## src/rtl/pda_pkg.sv

```systemverilog
package pda_pkg;

    typedef enum logic [1:0] {
        ST_IDLE,
        ST_REDUCE,
        ST_FINISH
    } pda_state_e;

    typedef enum logic [2:0] {
        OP_ROT,
        OP_ACC,
        OP_PAIR,
        OP_ZERO,
        OP_HOLD,
        OP_CLEAR
    } pda_op_e;

endpackage

```

## src/rtl/pda_ring.sv

```systemverilog
module pda_ring
    import pda_pkg::*;
#(
    parameter int DATA_W = 32,
    parameter int STAGES = 4,
    localparam int IDX_W = $clog2(STAGES)
) (
    input  logic              clk,
    input  logic              rst_n,
    input  pda_op_e           op,
    input  logic [DATA_W-1:0] prod,
    input  logic [IDX_W-1:0]  half,
    output logic [DATA_W-1:0] tail
);

    logic [DATA_W-1:0] stage_q [STAGES];
    logic [DATA_W-1:0] operand_b;
    logic [DATA_W-1:0] entry;
    logic [IDX_W-1:0]  tap_idx;
    logic              shift_en;
    logic              zero_all;

    // Adder sits between the last stage and the first; the second operand is
    // either the product, a tap h slots behind the tail, or zero.
    always_comb begin
        tap_idx = IDX_W'(STAGES - 1) - half;
        unique case (op)
            OP_ACC:  operand_b = prod;
            OP_PAIR: operand_b = stage_q[tap_idx];
            default: operand_b = '0;
        endcase
        entry    = (op == OP_ZERO) ? '0 : stage_q[STAGES-1] + operand_b;
        shift_en = (op != OP_HOLD) && (op != OP_CLEAR);
        zero_all = (op == OP_CLEAR);
    end

    always_ff @(posedge clk or negedge rst_n) begin
        if (!rst_n) begin
            for (int i = 0; i < STAGES; i++) stage_q[i] <= '0;
        end else if (zero_all) begin
            for (int i = 0; i < STAGES; i++) stage_q[i] <= '0;
        end else if (shift_en) begin
            stage_q[0] <= entry;
            for (int i = 1; i < STAGES; i++) stage_q[i] <= stage_q[i-1];
        end
    end

    assign tail = stage_q[STAGES-1];

endmodule

```

## src/rtl/pda_ctrl.sv

```systemverilog
module pda_ctrl
    import pda_pkg::*;
#(
    parameter int STAGES = 4,
    localparam int IDX_W  = $clog2(STAGES),
    localparam int LEVELS = $clog2(STAGES),
    localparam int LVL_W  = $clog2(LEVELS) + 1
) (
    input  logic             clk,
    input  logic             rst_n,
    input  logic             clear,
    input  logic             collapse_req,
    input  logic             in_valid,
    output pda_op_e          op,
    output logic [IDX_W-1:0] half,
    output logic             busy,
    output logic             capture
);

    pda_state_e       state_q;
    pda_state_e       state_d;
    logic [IDX_W-1:0] cyc_q;
    logic [LVL_W-1:0] lvl_q;
    logic             last_cyc;
    logic             last_lvl;

    assign last_cyc = (cyc_q == IDX_W'(STAGES - 1));
    assign last_lvl = (lvl_q == LVL_W'(LEVELS - 1));
    // Pairing distance halves every level: STAGES/2, STAGES/4, ... 1
    assign half     = IDX_W'(STAGES / 2) >> lvl_q;

    // Next state
    always_comb begin
        state_d = state_q;
        unique case (state_q)
            ST_IDLE: begin
                if (!clear && collapse_req) state_d = ST_REDUCE;
            end
            ST_REDUCE: begin
                if (clear)                      state_d = ST_IDLE;
                else if (last_cyc && last_lvl)  state_d = ST_FINISH;
            end
            ST_FINISH: begin
                state_d = ST_IDLE;
            end
            default: state_d = ST_IDLE;
        endcase
    end

    // State register
    always_ff @(posedge clk or negedge rst_n) begin
        if (!rst_n) state_q <= ST_IDLE;
        else        state_q <= state_d;
    end

    // Rotation and level counters, live only while reducing
    always_ff @(posedge clk or negedge rst_n) begin
        if (!rst_n) begin
            cyc_q <= '0;
            lvl_q <= '0;
        end else if (state_q != ST_REDUCE) begin
            cyc_q <= '0;
            lvl_q <= '0;
        end else begin
            cyc_q <= cyc_q + 1'b1;
            if (last_cyc) lvl_q <= lvl_q + 1'b1;
        end
    end

    // Outputs
    always_comb begin
        busy    = (state_q != ST_IDLE);
        capture = 1'b0;
        op      = OP_ROT;
        unique case (state_q)
            ST_IDLE: begin
                if (clear)         op = OP_CLEAR;
                else if (in_valid) op = OP_ACC;
                else               op = OP_ROT;
            end
            ST_REDUCE: begin
                if (clear)             op = OP_CLEAR;
                else if (cyc_q < half) op = OP_PAIR;
                else                   op = OP_ZERO;
            end
            ST_FINISH: begin
                op      = clear ? OP_CLEAR : OP_HOLD;
                capture = !clear;
            end
            default: op = OP_ROT;
        endcase
    end

endmodule

```

## src/rtl/pipe_dot_accum.sv

```systemverilog
module pipe_dot_accum
    import pda_pkg::*;
#(
    parameter int DATA_W = 32,
    parameter int STAGES = 4,
    localparam int IDX_W = $clog2(STAGES)
) (
    input  logic              clk,
    input  logic              rst_n,
    input  logic              clear,
    input  logic              collapse_req,
    input  logic              in_valid,
    input  logic [DATA_W-1:0] prod,
    output logic [DATA_W-1:0] result,
    output logic              res_valid,
    output logic              busy
);

    pda_op_e           ring_op;
    logic [IDX_W-1:0]  half;
    logic              capture;
    logic [DATA_W-1:0] tail;

    pda_ctrl #(.STAGES(STAGES)) u_ctrl (
        .clk          (clk),
        .rst_n        (rst_n),
        .clear        (clear),
        .collapse_req (collapse_req),
        .in_valid     (in_valid),
        .op           (ring_op),
        .half         (half),
        .busy         (busy),
        .capture      (capture)
    );

    pda_ring #(.DATA_W(DATA_W), .STAGES(STAGES)) u_ring (
        .clk   (clk),
        .rst_n (rst_n),
        .op    (ring_op),
        .prod  (prod),
        .half  (half),
        .tail  (tail)
    );

    always_ff @(posedge clk or negedge rst_n) begin
        if (!rst_n) begin
            result    <= '0;
            res_valid <= 1'b0;
        end else if (clear) begin
            result    <= '0;
            res_valid <= 1'b0;
        end else if (capture) begin
            result    <= tail;
            res_valid <= 1'b1;
        end else begin
            res_valid <= 1'b0;
        end
    end

endmodule

```

## config.mk

```make
export PLATFORM = sky130hd
export DESIGN_NAME = pipe_dot_accum
export DESIGN_NICKNAME = d
export VERILOG_FILES = /design/src/rtl/pda_pkg.sv /design/src/rtl/pda_ring.sv /design/src/rtl/pda_ctrl.sv /design/src/rtl/pipe_dot_accum.sv
export SDC_FILE = /design/constraint.sdc
export NUM_CORES = 1
export LEC_CHECK = 0
export CAP_MARGIN = 0
export CORE_AREA = 8 8 134 261
export CTS_CLUSTER_DIAMETER = 30
export DETAILED_ROUTE_END_ITERATION = 12
export DIE_AREA = 0 0 142 269
export DONT_BUFFER_PORTS = 1
export PLACE_DENSITY_LB_ADDON = 0.25
export SLEW_MARGIN = 0
export SYNTH_ARGS = -nofsm -noshare
export SYNTH_HDL_FRONTEND = slang
export SYNTH_HIERARCHICAL = 1
export SYNTH_SLANG_ARGS = --single-unit
```

## constraint.sdc

```tcl
create_clock -name clk -period 9 [get_ports clk]
set_input_delay 1.35 -clock clk [delete_from_list [all_inputs] [get_ports clk]]
set_output_delay 1.35 -clock clk [all_outputs]
set_load 0.02 [all_outputs]
```

==> results.sh <==
export IMPL_layout_common_cells="dfrtp_1, nand2_1, o21ai_0"
export IMPL_vias=7151
export IMPL_required_ns=9.32
export IMPL_critical_path_class="flip-flop to flip-flop"
export IMPL_n_antenna_cell=0
export IMPL_ir_worst_vdd_uv=122.3
export IMPL_antenna_found_initial=0
export IMPL_end_kind="flip-flop"
export IMPL_grtUsageMet1_pct=14.33
export IMPL_power_density_nw_per_um2=168.4
export IMPL_final_layout_size_suffix_gt1_share_pct=9.388
export IMPL_clkPwrFrac_pct=43.1
export IMPL_synth_top_area_share_pct=41.80
export IMPL_rsz0062_at_grt="no"
export IMPL_crit_family="compound AO/OA/AOI/OAI gates"
export IMPL_syn_avg_cell_area_um2=9.603
export IMPL_path_cells="inv_1 -> ha_1 -> buf_4 -> inv_1 -> ha_1 -> a21oi_1 -> a31oi_4 -> nor3b_2 -> buf_4 -> a22o_1 -> ha_1 -> inv_1 -> fa_1 -> and2b_1 -> o211ai_2 -> a31oi_1 -> a41oi_1 -> a21oi_1 -> a32oi_1 -> xnor2_1 -> a22o_1"
export IMPL_fin_skew_ns=0.01027
export IMPL_ff_latch_area_um2=4179
export IMPL_p_leak_nw=4.394
export IMPL_placementRows=92
export IMPL_groute_layer_met2_usage_pct=27.29
export IMPL_hold_viol_final=0
export IMPL_cts_sinks=167
export IMPL_grt_max_degree=168
export IMPL_slowest_delay_ns=0.91
export IMPL_holdWs_ns=0.4484
export IMPL_grt_pass1_vias=7565
export IMPL_worstMarginPinSlew_ns=1.114
export IMPL_synth_area_leaders="dfrtp_1, mux4_2, o21ai_0"
export IMPL_hold_class="flip-flop to flip-flop"
export IMPL_wl_per_cell_um=18.69
export IMPL_p_comb_share_pct=10.7
export IMPL_switching_power_mw=0.4612
export IMPL_die_h_um=269
export IMPL_postCtsHoldBufs=0
export IMPL_totalWireLength_um=26220
export IMPL_dr_pass1_iters=5
export IMPL_synth_edff_count=0
export IMPL_port_buffers=0
export IMPL_drv_cap=0
export IMPL_synthArstFlopShare_pct=100.0
export IMPL_synth_seq_cells=167
export IMPL_synth_adder_area_share_pct=4.581
export IMPL_gp_congestion=0.8595
export IMPL_p_sw_share_pct=25.63
export IMPL_yosysWarnings=6
export IMPL_syn_num_nets=1114
export IMPL_gr_max_usage_layer="met2"
export IMPL_netlist_instances=1041
export IMPL_post_cts_buffers=0
export IMPL_crit_slowest_cell="a31oi_4"
export IMPL_ant_nets=0
export IMPL_p_seq_share_pct=46.2
export IMPL_cts_tree="done"
export IMPL_core_um2=31430
export IMPL_rr_startpoint="u_ctrl/lvl_q[0]"
export IMPL_finalSetupTns_ns=0
export IMPL_status="finished clean"
export IMPL_grt_ovfl_total=0
export IMPL_yosys_area_top_type="dfrtp_1"
export IMPL_min_period_ns=5.890
export IMPL_remaining_drc_errors=0
export IMPL_stdcell_count=1403
export IMPL_vias_per_cell=5.097
export IMPL_cp_arrival_ns=6.21
export IMPL_place_detailed_hpwl_um=18100
export IMPL_drtIter0Drc=448
export IMPL_p_int_mw=1.338
export IMPL_cts_root_buf="clkbuf_16"
export IMPL_startpoint="u_ctrl/lvl_q[0]"
export IMPL_synth_compound_area_share_pct=16.70
export IMPL_synthMuxAreaShare_pct=10.61
export IMPL_fp_dieW_um=142
export IMPL_relSlewSlack_pct=25.72
export IMPL_dieArea_um2=38200
export IMPL_post_place_cells=1371
export IMPL_syn_area_um2=9997
export IMPL_syn_to_final_growth_pct=6.871
export IMPL_path_clk_slew_ns=0.06
export IMPL_synth_top_family_by_area="simple AND/OR/NAND/NOR gates"
export IMPL_ys_types=65
export IMPL_layout_commonest_cell="dfrtp_1"
export IMPL_ys_seq_area_share_pct=41.80
export IMPL_yosys_area_share_simple_pct=17.62
export IMPL_layout_nets=1040
export IMPL_critPathMaxFanout=51
export IMPL_synth_xor_area_share_pct=2.190
export IMPL_multi_input_area_um2=5219
export IMPL_setup_viol=0
export IMPL_ios=71
export IMPL_slew_viol_final=0
export IMPL_cp_num_buf_inv=5
export IMPL_worstSetupStartpointType="flip-flop"
export IMPL_cts_resized=0
export IMPL_insertion_delay_ns=0.44
export IMPL_h_tree_depth=4
export IMPL_track_usage_pct=14.40
export IMPL_fin_crit_sh_pct=65.45
export IMPL_grt_util_met3_pct=3.351
export IMPL_worstHoldStart="u_ctrl/cyc_q[0]"
export IMPL_cts_buffers=17
export IMPL_synthFlopType="dfrtp_1"
export IMPL_fmax_mhz=169.8
export IMPL_start_util_pct=31.81
export IMPL_cts_buffer_depth=2
export IMPL_fillers=3176
export IMPL_grt_pass1_wl_um=42440
## final timing paths
path | endpoint | slack [ns] | depth (start not counted)
worst max-delay path | u_ring/stage_q[124] | 3.11 | 21
worst min-delay path | u_ctrl/cyc_q[0] | 0.45 | 1
worst max register to register | u_ring/stage_q[124] | 3.11 | 21
worst min register to register | u_ctrl/cyc_q[0] | 0.45 | 1
max in group asynchronous | u_ring/stage_q[57] | 8.14 | 0
min in group asynchronous | result[6] | 0.60 | 0
## area by class of cell
cell class,instances,area share (%)
inverter,20,0.7027
tap,423,4.954
sequential,167,39.11
clock inverter,12,1.663
timing repair buffer,9,0.6324
multi-input combinational,752,48.85
clock buffer,20,4.087
## kinds of logic after synthesis
| family | after synthesis |
|---|---|
| muxes | 66 |
| DFF | 167 |
| AOI/OAI and AO/OA | 268 |
| and+or+nand+nor | 357 |
| buffers and inverters | 122 |
| xor gates and xnor gates | 25 |
| adders and majority gates | 36 |
## synthesized netlist by cell type, types with 3 or more instances
| cell type | n |
|---|---|
| nor3_1 | 6 |
| a21oi_1 | 36 |
| nor2b_1 | 4 |
| nor2_1 | 51 |
| o21bai_1 | 7 |
| dfrtp_1 | 167 |
| xor2_1 | 9 |
| inv_1 | 20 |
| and2_1 | 5 |
| clkbuf_1 | 56 |
| a22o_1 | 32 |
| buf_12 | 3 |
| a31oi_1 | 6 |
| mux4_2 | 32 |
| xnor2_1 | 16 |
| nand2b_1 | 101 |
| buf_4 | 33 |
| nand4_1 | 10 |
| nand2_1 | 144 |
| and3_1 | 6 |
| o31ai_1 | 9 |
| o21ai_0 | 132 |
| o21ai_1 | 3 |
| a21o_1 | 15 |
| a211oi_1 | 3 |
| nand3_1 | 11 |
| nor3b_1 | 3 |
| buf_2 | 9 |
| ha_1 | 35 |
| mux2i_1 | 34 |
## worst register-to-register path: cells and delay by family (launching register included)
| family | cells | cell delay, ns |
|---|---|---|
| AO/OA/AOI/OAI | 9 | 2.60 |
| XOR/XNOR | 1 | 0.15 |
| adder cells (fa/ha/maj) | 4 | 1.00 |
| buffers and inverters | 5 | 1.09 |
| flip-flops | 1 | 0.40 |
| AND/OR/NAND/NOR | 2 | 0.55 |
## per-stage QoR
stage          cell area [um^2]  util [%]  power (mW)  setup slack [ns]
3_3_place_gp              10070     32.04       1.035             3.134
5_1_grt                   10680     34.00       1.882             2.657
4_1_cts                   10680     34.00       1.826             3.054
2_1_floorplan              9997         -      0.9957             4.125
3_5_place_dp              10070     32.04       1.039             3.071
6_report                  10680     34.00       1.800             3.110
## power groups by stage
stage / sequential (mW) / combinational [mW] / clock, mW
6_report: 0.832 / 0.192 / 0.775
5_1_grt: 0.837 / 0.215 / 0.829
4_1_cts: 0.832 / 0.194 / 0.799
3_5_place_dp: 0.846 / 0.193 / 0
3_3_place_gp: 0.845 / 0.191 / 0
2_1_floorplan: 0.831 / 0.165 / 0
## state kept, by name, summed over array words and instances, names as in the netlist
signal          cells
u_ctrl/state_q      2
result             32
u_ctrl/cyc_q        2
res_valid           1
u_ring/tail        32
u_ring/stage_q     96
u_ctrl/lvl_q        2
## routing by layer
metal	up-vias	share of wire, %
met2	127	55
met3	46	4.6
met5	-	0
met4	0	3.3
li1	3474	-
met1	3504	37
Power figures use the tool's default switching activity.
